$ cat config.mk
export PLATFORM = sky130hd
export DESIGN_NAME = slpwk_ctrl
export DESIGN_NICKNAME = d
export VERILOG_FILES = /design/src/rtl/slpwk_pkg.sv /design/src/rtl/slpwk_sync.sv /design/src/rtl/slpwk_wake_eval.sv /design/src/rtl/slpwk_ost_timer.sv /design/src/rtl/slpwk_ctrl.sv
export SDC_FILE = /design/constraint.sdc
export NUM_CORES = 1
export LEC_CHECK = 0
export BUFFER_PORTS_ARGS = -buffer_cell sky130_fd_sc_hd__buf_2
export CAP_MARGIN = 20
export CORE_MARGIN = 2
export CORE_UTILIZATION = 50
export CTS_CLUSTER_DIAMETER = 50
export DETAILED_ROUTE_END_ITERATION = 12
export PLACE_DENSITY = 0.75
export SLEW_MARGIN = 0
export SYNTH_ARGS = -nofsm -noshare
export SYNTH_HDL_FRONTEND = slang
export SYNTH_HIERARCHICAL = 1
export SYNTH_SLANG_ARGS = --single-unit
$ cat constraint.sdc
create_clock -name clk -period 3 [get_ports clk]
set_input_delay 0.15 -clock clk [delete_from_list [all_inputs] [get_ports clk]]
set_output_delay 0.15 -clock clk [all_outputs]
set_load 0.02 [all_outputs]
$ cat src/rtl/slpwk_pkg.sv
package slpwk_pkg;

  typedef enum logic [1:0] {
    ST_RUN    = 2'd0,
    ST_SLEEP  = 2'd1,
    ST_OST    = 2'd2,
    ST_RESUME = 2'd3
  } slp_state_e;

  localparam logic [1:0] OSC_LP = 2'd0;
  localparam logic [1:0] OSC_XT = 2'd1;
  localparam logic [1:0] OSC_HS = 2'd2;
  localparam logic [1:0] OSC_RC = 2'd3;

endpackage

$ cat src/rtl/slpwk_sync.sv
module slpwk_sync #(
  parameter int unsigned STAGES = 2
) (
  input  logic clk,
  input  logic rst,
  input  logic d_i,
  output logic q_o
);
  logic [STAGES-1:0] sr;

  generate
    if (STAGES == 1) begin : g_one
      always_ff @(posedge clk) begin
        if (rst) sr <= '0;
        else     sr <= d_i;
      end
    end else begin : g_chain
      always_ff @(posedge clk) begin
        if (rst) sr <= '0;
        else     sr <= {sr[STAGES-2:0], d_i};
      end
    end
  endgenerate

  assign q_o = sr[STAGES-1];
endmodule

$ cat src/rtl/slpwk_wake_eval.sv
module slpwk_wake_eval #(
  parameter int unsigned N_IRQ = 3
) (
  input  logic [N_IRQ-1:0] irq_flag_i,
  input  logic [N_IRQ-1:0] irq_en_i,
  input  logic             wdt_en_i,
  input  logic             wdt_timeout_i,
  input  logic             gie_i,
  output logic             irq_wake_o,
  output logic             wdt_wake_o,
  output logic             any_wake_o,
  output logic             vec_sel_o
);
  logic [N_IRQ-1:0] hit;

  // Wake qualification ignores the global enable on purpose
  generate
    for (genvar g = 0; g < N_IRQ; g++) begin : g_src
      assign hit[g] = irq_flag_i[g] & irq_en_i[g];
    end
  endgenerate

  assign irq_wake_o = |hit;
  assign wdt_wake_o = wdt_en_i & wdt_timeout_i;
  assign any_wake_o = irq_wake_o | wdt_wake_o;
  // Global enable only steers in-line resume versus vectoring
  assign vec_sel_o  = irq_wake_o & gie_i;
endmodule

$ cat src/rtl/slpwk_ost_timer.sv
module slpwk_ost_timer #(
  parameter int unsigned CYCLES = 1024,
  localparam int unsigned W = $clog2(CYCLES + 1)
) (
  input  logic clk,
  input  logic rst,
  input  logic load_i,
  input  logic run_i,
  output logic done_o
);
  logic [W-1:0] cnt;

  always_ff @(posedge clk) begin
    if (rst)                     cnt <= '0;
    else if (load_i)             cnt <= W'(CYCLES - 1);
    else if (run_i && cnt != '0) cnt <= cnt - 1'b1;
  end

  assign done_o = (cnt == '0);
endmodule

$ cat src/rtl/slpwk_ctrl.sv
module slpwk_ctrl
  import slpwk_pkg::*;
#(
  parameter int unsigned N_IRQ       = 3,
  parameter int unsigned OST_CYCLES  = 1024,
  parameter int unsigned SYNC_STAGES = 2
) (
  input  logic             clk,
  input  logic             rst,
  input  logic             sleep_exec_i,
  input  logic             wdt_en_i,
  input  logic             wdt_timeout_i,
  input  logic             gie_i,
  input  logic [N_IRQ-1:0] irq_flag_i,
  input  logic [N_IRQ-1:0] irq_en_i,
  input  logic [1:0]       osc_mode_i,
  input  logic             ext_rst_i,
  output logic             osc_drv_en_o,
  output logic             wdt_clr_o,
  output logic             pd_flag_o,
  output logic             to_flag_o,
  output logic             resume_o,
  output logic             vector_req_o,
  output logic             core_rst_o
);
  slp_state_e state_q;
  logic ext_q;
  logic irq_wake, wdt_wake, any_wake, vec_sel;
  logic vec_pend_q;
  logic ost_load, ost_run, ost_done;
  logic rc_mode;

  slpwk_sync #(.STAGES(SYNC_STAGES)) u_sync (
    .clk (clk),
    .rst (rst),
    .d_i (ext_rst_i),
    .q_o (ext_q)
  );

  slpwk_wake_eval #(.N_IRQ(N_IRQ)) u_wake (
    .irq_flag_i    (irq_flag_i),
    .irq_en_i      (irq_en_i),
    .wdt_en_i      (wdt_en_i),
    .wdt_timeout_i (wdt_timeout_i),
    .gie_i         (gie_i),
    .irq_wake_o    (irq_wake),
    .wdt_wake_o    (wdt_wake),
    .any_wake_o    (any_wake),
    .vec_sel_o     (vec_sel)
  );

  assign rc_mode  = (osc_mode_i == OSC_RC);
  assign ost_load = !ext_q && (state_q == ST_SLEEP) && any_wake;
  assign ost_run  = (state_q == ST_OST);

  slpwk_ost_timer #(.CYCLES(OST_CYCLES)) u_ost (
    .clk    (clk),
    .rst    (rst),
    .load_i (ost_load),
    .run_i  (ost_run),
    .done_o (ost_done)
  );

  always_ff @(posedge clk) begin
    if (rst) begin
      state_q      <= ST_RUN;
      pd_flag_o    <= 1'b1;
      to_flag_o    <= 1'b1;
      osc_drv_en_o <= 1'b1;
      wdt_clr_o    <= 1'b0;
      resume_o     <= 1'b0;
      vector_req_o <= 1'b0;
      core_rst_o   <= 1'b0;
      vec_pend_q   <= 1'b0;
    end else begin
      wdt_clr_o    <= 1'b0;
      resume_o     <= 1'b0;
      vector_req_o <= 1'b0;
      core_rst_o   <= 1'b0;
      if (ext_q) begin
        // external reset overrides every state
        state_q      <= ST_RUN;
        pd_flag_o    <= 1'b1;
        to_flag_o    <= 1'b1;
        osc_drv_en_o <= 1'b1;
        core_rst_o   <= 1'b1;
        wdt_clr_o    <= 1'b1;
        vec_pend_q   <= 1'b0;
      end else begin
        unique case (state_q)
          ST_RUN: begin
            if (wdt_wake) begin
              core_rst_o <= 1'b1;
              to_flag_o  <= 1'b0;
              pd_flag_o  <= 1'b1;
              wdt_clr_o  <= 1'b1;
            end else if (sleep_exec_i) begin
              state_q      <= ST_SLEEP;
              pd_flag_o    <= 1'b0;
              to_flag_o    <= 1'b1;
              osc_drv_en_o <= 1'b0;
              wdt_clr_o    <= 1'b1;
            end
          end
          ST_SLEEP: begin
            if (any_wake) begin
              wdt_clr_o    <= 1'b1;
              osc_drv_en_o <= 1'b1;
              vec_pend_q   <= vec_sel;
              if (wdt_wake) to_flag_o <= 1'b0;
              if (rc_mode) begin
                state_q      <= ST_RESUME;
                resume_o     <= 1'b1;
                vector_req_o <= vec_sel;
              end else begin
                state_q <= ST_OST;
              end
            end
          end
          ST_OST: begin
            if (ost_done) begin
              state_q      <= ST_RESUME;
              resume_o     <= 1'b1;
              vector_req_o <= vec_pend_q;
            end
          end
          ST_RESUME: begin
            state_q <= ST_RUN;
          end
          default: state_q <= ST_RUN;
        endcase
      end
    end
  end
endmodule

==> results of run 1 <==
## worst max-delay path, delay by kind of cell (launching register included)
kind | cells | cell delay, ns
flip-flops | 1 | 0.34
AO/OA/AOI/OAI | 3 | 0.67
AND/OR/NAND/NOR | 2 | 0.91
adder cells (fa/ha/maj) | 1 | 0.23
buffers and inverters | 2 | 0.25
## state kept, by name, summed over array words and instances (netlist names)
name,cells
vec_pend_q,1
u_ost/cnt,11
core_rst_o,1
pd_flag_o,1
wdt_clr_o,1
state_q,2
vector_req_o,1
to_flag_o,1
u_sync/sr,2
osc_drv_en_o,1
resume_o,1
## layer usage
layer  wire length [um]  part of all wire, %  GRT usage [%]
met2               1254                   49          32.50
met3                144                  5.6          2.825
met4                 31                  1.2          6.410
met1               1151                   45          27.97
met5                  0                    0              0
## cell type report
cell class | count | area, um^2
Clock inverter | 1 | 5.005
Multi-Input combinational cell | 97 | 680.7
Timing Repair Buffer | 21 | 105.1
Fill cell | 211 | 904.6
Sequential cell | 23 | 460.4
Inverter | 11 | 41.29
Clock buffer | 3 | 22.52
Tap cell | 28 | 35.03
## power by group through the flow
stage	Sequential, mW	Clock [mW]	Combinational [mW]
6_report	0.479	0.145	0.640
5_1_grt	0.491	0.161	0.717
4_1_cts	0.477	0.148	0.638
3_5_place_dp	0.483	0	0.633
3_3_place_gp	0.476	0	0.609
2_1_floorplan	0.482	0	0.515
## worst min path at each step
stage,from,endpoint,slack [ns],cells past startpoint
6_report,ext_rst_i,u_sync/sr[0],0.05,2
4_1_cts,ext_rst_i,u_sync/sr[0],0.06,2
3_3_place_gp,ext_rst_i,u_sync/sr[0],0.36,2
5_1_grt,ext_rst_i,u_sync/sr[0],0.06,2
3_5_place_dp,ext_rst_i,u_sync/sr[0],0.39,2
2_1_floorplan,rst,wdt_clr_o,0.22,1
## metrics by stage
step / power (mW) / worst slack (ns) / cells / utilization (%)
6_report: 1.265 / 0.5222 / 184 / 59.88
5_1_grt: 1.369 / 0.3684 / 184 / 59.88
4_1_cts: 1.263 / 0.5281 / 184 / 59.88
3_5_place_dp: 1.117 / 0.5574 / 180 / 58.66
3_3_place_gp: 1.085 / 0.6477 / 180 / 58.66
2_1_floorplan: 0.9965 / 0.7559 / 135 / -
## cell usage in the layout, fill, tap and decap left out, types with 3 or more instances in the layout
cell,count
or3_1,4
o21ai_0,4
dfxtp_1,23
buf_2,21
nor2b_1,3
inv_1,11
ha_1,4
nor2_1,10
nand2_1,8
a21oi_1,20
a31oi_1,4
clkbuf_4,3
==> impl_metrics.py, run 1 <==
metrics = {
    "detailed_routing": {
        "drc_errors": 0,
        "wl_mm": 2.581,
        "initialDrtViolationCount": 23,
        "via_per_inst": 5.886,
        "ant_nets": 0,
        "wl_per_cell_um": 14.03,
        "vias": 1083,
        "drt-pass1-iter-count": 4,
    },
    "floorplan": {
        "die_h_um": 53.14,
        "ioPinCount": 22,
        "core_area_um2": 2255,
        "die_x_um": 53.14,
        "die_area_um2": 2824,
        "start_util_pct": 53.55,
        "rows": 17,
    },
    "synthesis": {
        "syn_avg_cell_area_um2": 8.944,
        "synth_nets": 154,
        "ys_warn_count": 6,
        "syn_area_um2": 1207,
        "synthCells": 135,
    },
    "placement": {
        "gp_congestion": 0.8113,
        "place_area_um2": 1323,
        "hpwl_mm": 1.965,
        "io_buffers": 21,
    },
    "cts": {
        "path_clk_slew_ns": 0.14,
        "cts_buffers": 3,
        "postCtsSetupBuffers": 0,
        "cts_buffer_depth": 2,
        "clock-sinks": 23,
        "h-tree-depth": 1,
        "ctsResizeCount": 0,
        "cts-root-buf": "clkbuf_4",
        "clk_latency_ns": 0.31,
        "ctsHoldBuffers": 0,
        "tritoncts": "built",
    },
    "worst_setup_path": {
        "slowest_stage": "or4b_4",
        "timing.critical_path.from": "u_ost/cnt[0]",
        "cpPeakStageDelay_ns": 0.51,
        "crit_arrival_ns": 2.72,
        "cp-start-kind": "register",
        "crit_end": "state_q[0]",
        "critPathRequiredTime_ns": 3.24,
        "crit_chain": "inv_1, ha_1, or4b_4, nor4_2, inv_1, a221oi_4, a21oi_2, a311oi_2",
        "r2r-end": "state_q[0]",
        "worst_path_most_repeated_cell": "inv_1",
        "r2r_cells": 8,
        "worstSetupEndpointType": "register",
        "path_max_fanout": 5,
        "r2r_start": "u_ost/cnt[0]",
        "critical_path_class": "register to register",
        "ff2ff_setup_slack_ns": 0.52,
    },
    "pwr": {
        "power_frac_clock_pct": 11.5,
        "swShare_pct": 44.43,
        "switching_power_mw": 0.5618,
        "ir_drop_mv": 0.5193,
        "intPower_mw": 0.7027,
        "power_leakage_nw": 0.5096,
        "p_per_area_nw_per_um2": 936.7,
        "share_comb_of_total_power_pct": 50.6,
        "power_frac_seq_pct": 37.9,
    },
    "sta": {
        "max_freq_mhz": 403.6,
        "holdWs_ns": 0.05313,
        "rsz0062_at_grt": "no",
        "fin_crit_ns": 2.478,
        "worstMarginPinSlew_ns": 0.4130,
        "fin_skew_ns": 0.01041,
        "slew_viol_final": 0,
        "maxSlewHeadroom_pct": 72.23,
        "period_share_pct": 82.59,
        "final_hold_viol_count": 0,
        "setup-tns-final_ns": 0,
        "setup_viol": 0,
    },
    "flow_run": {
        "maxCapViolCount": 0,
    },
    "cells_and_area": {
        "area_growth_pct": 11.81,
        "fin_nets": 176,
        "diodes": 0,
        "drive_gt1_share_pct": 23.08,
        "final_area_um2": 1350,
    },
    "hold_path": {
        "hold_path_class": "primary input to register",
    },
    "global_route": {
        "grt_max_degree": 18,
        "grt_usage_pct": 20.27,
        "grt_pass1_wl_mm": 4.181,
        "first_global_vias": 930,
        "overflow": 0,
        "antenna_found_initial": 0,
    },
    "status": {
        "run_status": "completed",
    },
}
No activity file was read; power rests on OpenSTA's default activity.
==> run 2, diff against run 1 <==
clock period = 2.35 ns   (was 3 ns; I/O delays follow)
==> impl_metrics.py, run 2 (synthesized netlist as in run 1, its figures left out) <==
metrics = {
    "global_route": {
        "overflow": 0,
        "grt_usage_pct": 21.00,
        "grt_pass1_wl_mm": 4.360,
        "first_global_vias": 980,
        "antenna_found_initial": 0,
        "grt_max_degree": 18,
    },
    "sta": {
        "setup_viol": 0,
        "fin_crit_ns": 2.226,
        "max_freq_mhz": 449.2,
        "final_hold_viol_count": 0,
        "period_share_pct": 94.74,
        "worstMarginPinSlew_ns": 0.4105,
        "maxSlewHeadroom_pct": 72.34,
        "slew_viol_final": 0,
        "setup-tns-final_ns": 0,
        "fin_skew_ns": 0.004132,
    },
    "worst_setup_path": {
        "path_max_fanout": 5,
        "cp-start-kind": "register",
        "crit_arrival_ns": 2.46,
        "r2r_cells": 8,
        "r2r-end": "state_q[0]",
        "r2r_start": "u_ost/cnt[0]",
        "critical_path_class": "register to register",
        "worstSetupEndpointType": "register",
        "ff2ff_setup_slack_ns": 0.12,
        "critPathRequiredTime_ns": 2.58,
    },
    "cts": {
        "clock-sinks": 23,
        "tritoncts": "built",
        "path_clk_slew_ns": 0.13,
        "cts-root-buf": "clkbuf_4",
        "cts_buffers": 3,
        "ctsResizeCount": 0,
        "h-tree-depth": 1,
        "cts_buffer_depth": 2,
        "postCtsSetupBuffers": 0,
        "ctsHoldBuffers": 0,
        "clk_latency_ns": 0.31,
    },
    "pwr": {
        "p_per_area_nw_per_um2": 1242,
        "power_frac_seq_pct": 35.7,
        "switching_power_mw": 0.7486,
        "ir_drop_mv": 0.8133,
        "power_leakage_nw": 0.5225,
        "share_comb_of_total_power_pct": 53.6,
        "intPower_mw": 0.9687,
        "power_frac_clock_pct": 10.7,
        "swShare_pct": 43.59,
        "total_power_mw": 1.717,
    },
    "hold_path": {
        "hold_path_class": "primary input to register",
        "hold_path_depth": 2,
        "min_from": "ext_rst_i",
        "hold_path_end": "u_sync/sr[0]",
    },
    "cells_and_area": {
        "drive_gt1_share_pct": 25.16,
        "area_growth_pct": 14.51,
        "final_cell_mix": "dfxtp_1, buf_2, a21oi_1, inv_1, nor2_1",
        "reg_top3": "u_ost/cnt x11, state_q x2, u_sync/sr x2",
        "largest_reg_flops": 11,
        "fin_nets": 179,
        "final_core_util_pct": 61.32,
        "layout_commonest_cell": "dfxtp_1",
        "multiInputGateArea_um2": 691.9,
        "regArea_um2": 460.4,
        "diodes": 0,
        "fillers": 214,
        "largest-register": "u_ost/cnt",
    },
    "floorplan": {
        "core_area_um2": 2255,
        "ioPinCount": 22,
        "rows": 17,
        "die_area_um2": 2824,
        "die_x_um": 53.14,
        "die_h_um": 53.14,
        "start_util_pct": 53.55,
    },
    "detailed_routing": {
        "wl_per_cell_um": 14.17,
        "initialDrtViolationCount": 26,
        "ant_nets": 0,
        "drc_errors": 0,
        "vias": 1093,
        "drt-pass1-iter-count": 4,
        "wl_mm": 2.649,
        "via_per_inst": 5.845,
    },
    "status": {
        "run_status": "completed",
    },
    "placement": {
        "hpwl_mm": 2.012,
        "io_buffers": 21,
        "gp_congestion": 0.8111,
    },
    "flow_run": {
        "maxCapViolCount": 0,
    },
}
run 2: worst max-delay path, cell delays in order, from the launching register on:
cell and delay, ns:
dfxtp_1 0.34, inv_1 0.09, ha_2 0.22, or4b_4 0.51
nor4_4 0.27, inv_2 0.09, a221oi_4 0.32, a21oi_2 0.09
a311oi_2 0.22
run 2: layout make-up:
class | count | area share (%)
timing repair buffer | 24 | 9.231
multi-input combinational | 97 | 50.05
clock buffer | 4 | 1.900
tap | 28 | 2.534
inverter | 11 | 2.986
sequential | 23 | 33.30
run 2: metrics by stage:
step	setup slack [ns]	hold WS (ns)	instance area [um^2]	instances
floorplan	0.1059	0.1866	1207	135
global placement	0.1436	0.3319	1345	183
detailed placement	0.06429	0.3514	1345	183
CTS	0.03750	0.02463	1371	187
global route	-0.001879	0.04852	1383	187
finish	0.1236	0.02178	1383	187
run 2: routing by layer:
layer / share of wire, % / track usage [%]
met5: 0 / 0
met4: 0.64 / 8.120
met3: 3.4 / 2.542
met2: 48 / 33.75
met1: 48 / 28.47
run 2: how the worst max path moves through the flow:
stage | endpoint | start | depth (start not counted)
6_report | state_q[0] | u_ost/cnt[0] | 8
3_5_place_dp | state_q[0] | u_ost/cnt[0] | 8
5_1_grt | state_q[0] | u_ost/cnt[0] | 8
2_1_floorplan | state_q[0] | u_ost/cnt[0] | 8
3_3_place_gp | state_q[0] | u_ost/cnt[0] | 8
4_1_cts | state_q[0] | u_ost/cnt[0] | 8
run 2: power groups by stage:
stage          Clock (mW)  Sequential, mW  Combinational (mW)
3_5_place_dp            0           0.614               0.878
6_report            0.184           0.613               0.920
4_1_cts             0.186           0.606               0.880
2_1_floorplan           0           0.615               0.657
3_3_place_gp            0           0.607               0.843
5_1_grt             0.203           0.630                1.01
==> run 3, diff against run 2 <==
ABC_AREA = 1   (was default)
PLACE_DENSITY = 0.74   (was 0.75)
==> impl_metrics.py, run 3 <==
metrics = {
    "sta": {
        "worstMarginPinSlew_ns": 0.3565,
        "setup_viol": 0,
        "maxSlewHeadroom_pct": 76.01,
        "fin_crit_ns": 1.989,
        "period_share_pct": 84.63,
        "max_freq_mhz": 502.8,
        "setup-tns-final_ns": 0,
        "slew_viol_final": 0,
        "rsz0062_at_grt": "no",
        "final_hold_viol_count": 0,
        "fin_skew_ns": 0.005223,
    },
    "cells_and_area": {
        "fin_nets": 237,
        "layout_commonest_cell": "nand2_1",
        "largest_reg_flops": 11,
        "multiInputGateArea_um2": 699.4,
        "fillers": 255,
        "final_core_util_pct": 59.39,
        "regArea_um2": 460.4,
        "finalNonFillerCells": 247,
        "drive_gt1_share_pct": 18.89,
        "area_growth_pct": 12.11,
        "final_area_um2": 1471,
        "largest-register": "u_ost/cnt",
        "final_cell_mix": "nand2_1, inv_1, nand3_1, dfxtp_1, buf_2",
        "reg_top3": "u_ost/cnt x11, state_q x2, u_sync/sr x2",
        "diodes": 0,
    },
    "synthesis": {
        "syn_area_um2": 1313,
        "synth-seq-area-share_pct": 35.08,
        "synth_top_cell_area_share_pct": 35.08,
        "yosys_most_used_dff": "dfxtp_1",
        "synth_top_cell_by_area": "dfxtp_1",
        "synth_edf_count": 0,
        "synth_nets": 212,
        "synthTopCellsByArea": "dfxtp_1, nand2_1, inv_1, nand3_1, a21oi_1",
        "syn_avg_cell_area_um2": 6.801,
        "async_flop_share_pct": 0,
        "yosys_register_bits": 23,
        "synthCells": 193,
        "ys_warn_count": 6,
        "yosysMostFrequentCell": "nand2_1",
        "synth.distinct_cells": 30,
        "synth.top_cells.by_count": "nand2_1, inv_1, dfxtp_1, nand3_1, nor2_1",
    },
    "worst_setup_path": {
        "r2r_cells": 9,
        "slowest_stage": "dfxtp_1",
        "path_max_fanout": 9,
        "cpPeakStageDelay_ns": 0.36,
        "ff2ff_setup_slack_ns": 0.36,
        "worstSetupEndpointType": "register",
        "crit_chain": "inv_1, ha_1, nand2_2, nor2_1, clkinv_1, buf_4, nand3_1, nand2_1, a21oi_1",
        "critical_path_class": "register to register",
        "r2r_start": "state_q[1]",
        "critPathRequiredTime_ns": 2.59,
        "crit_arrival_ns": 2.23,
        "r2r-end": "u_ost/cnt[9]",
        "cp-start-kind": "register",
    },
    "placement": {
        "place_area_um2": 1434,
        "gp_congestion": 0.8444,
        "io_buffers": 21,
        "dp.cells": 242,
        "hpwl_mm": 2.193,
    },
    "detailed_routing": {
        "drt-pass1-iter-count": 5,
        "via_per_inst": 5.174,
        "initialDrtViolationCount": 34,
        "drc_errors": 0,
        "wl_per_cell_um": 11.25,
        "ant_nets": 0,
        "vias": 1278,
        "wl_mm": 2.779,
    },
    "global_route": {
        "grt_use_met3_pct": 3.513,
        "global_route.usage.met2_pct": 36.05,
        "grt_max_degree": 17,
        "antenna_found_initial": 0,
        "first_global_vias": 1270,
        "grt_usage_pct": 19.58,
        "overflow": 0,
        "busiest_layer": "met2",
        "grtUsageMet1_pct": 20.88,
        "grt_pass1_wl_mm": 4.905,
    },
    "cts": {
        "ctsResizeCount": 0,
        "cts_buffer_depth": 2,
        "h-tree-depth": 1,
        "clk_latency_ns": 0.31,
        "tritoncts": "built",
        "cts_buffers": 3,
        "clock-sinks": 23,
        "path_clk_slew_ns": 0.13,
        "cts-root-buf": "clkbuf_4",
    },
    "pwr": {
        "power_leakage_nw": 0.7422,
        "total_power_mw": 2.106,
        "ir_drop_mv": 0.9422,
        "p_per_area_nw_per_um2": 1431,
    },
    "floorplan": {
        "die_x_um": 55.24,
        "core_area_um2": 2477,
        "die_area_um2": 3051,
        "ioPinCount": 22,
        "die_h_um": 55.24,
        "start_util_pct": 52.98,
        "rows": 18,
    },
    "hold_path": {
        "hold_path_end": "pd_flag_o",
        "hold_path_class": "primary input to register",
        "min_from": "sleep_exec_i",
        "hold_path_depth": 4,
    },
    "status": {
        "run_status": "completed",
    },
    "flow_run": {
        "maxCapViolCount": 0,
    },
}
==> run 3: critical path, delay by kind of cell (launching register included) <==
family                     cells  cell delay (ns)
and+or+nand+nor                4             0.53
AOI/OAI and AO/OA              1             0.14
DFF                            1             0.36
buffers and inverters          3             0.62
adders and majority gates      1             0.27
==> run 3: per-stage QoR <==
stage | setup slack (ns) | hold WS [ns]
finish | 0.3612 | 0.1382
global route | 0.1147 | 0.1630
CTS | 0.3700 | 0.1184
detailed placement | 0.4176 | 0.3493
global placement | 0.5207 | 0.3168
floorplan | 0.7389 | 0.1866
==> run 3: per-layer routing <==
layer | wire [um] | part of all wire, %
met5 | 0 | 0
met4 | 42 | 1.5
met2 | 1417 | 51
met3 | 126 | 4.5
met1 | 1192 | 43
==> run 3: worst max path at each step <==
| stage | cells after the start | slack, ns | to | from |
|---|---|---|---|---|
| final | 9 | 0.36 | u_ost/cnt[9] | state_q[1] |
| after floorplan | 9 | 0.74 | u_ost/cnt[9] | state_q[1] |
| after global routing | 8 | 0.11 | u_ost/cnt[0] | state_q[1] |
| after CTS | 9 | 0.37 | u_ost/cnt[9] | state_q[1] |
| after global placement | 8 | 0.52 | u_ost/cnt[0] | state_q[1] |
| after detailed placement | 9 | 0.42 | u_ost/cnt[9] | state_q[1] |
==> run 3: cell type report <==
| type | instances | share of cell area [%] |
|---|---|---|
| multi-input cells | 134 | 47.53 |
| flip-flops and latches | 23 | 31.29 |
| repair buffers | 23 | 8.333 |
| inverters | 33 | 8.418 |
| well taps | 30 | 2.551 |
| clock inverters | 1 | 0.3401 |
| clock buffers | 3 | 1.531 |
==> run 3: cell families after synthesis <==
family	share of synthesized area, %
xor+xnor	1.335
compound gates	11.15
simple gates	36.99
fa+ha+maj	3.813
flops	35.08
buf+inv	11.63
==> run 3: what timing repair did <==
item,CTS,global route
setup buffers,0,0
hold buffers,1,0
hold endpoints to repair,1,0
==> run 3: report_power, final <==
part	switching (mW)	internal, mW	total (mW)
clock network	0.118	0.0636	0.182
logic	0.855	0.493	1.35
registers	0.0767	0.499	0.576
total	1.05	1.06	2.11
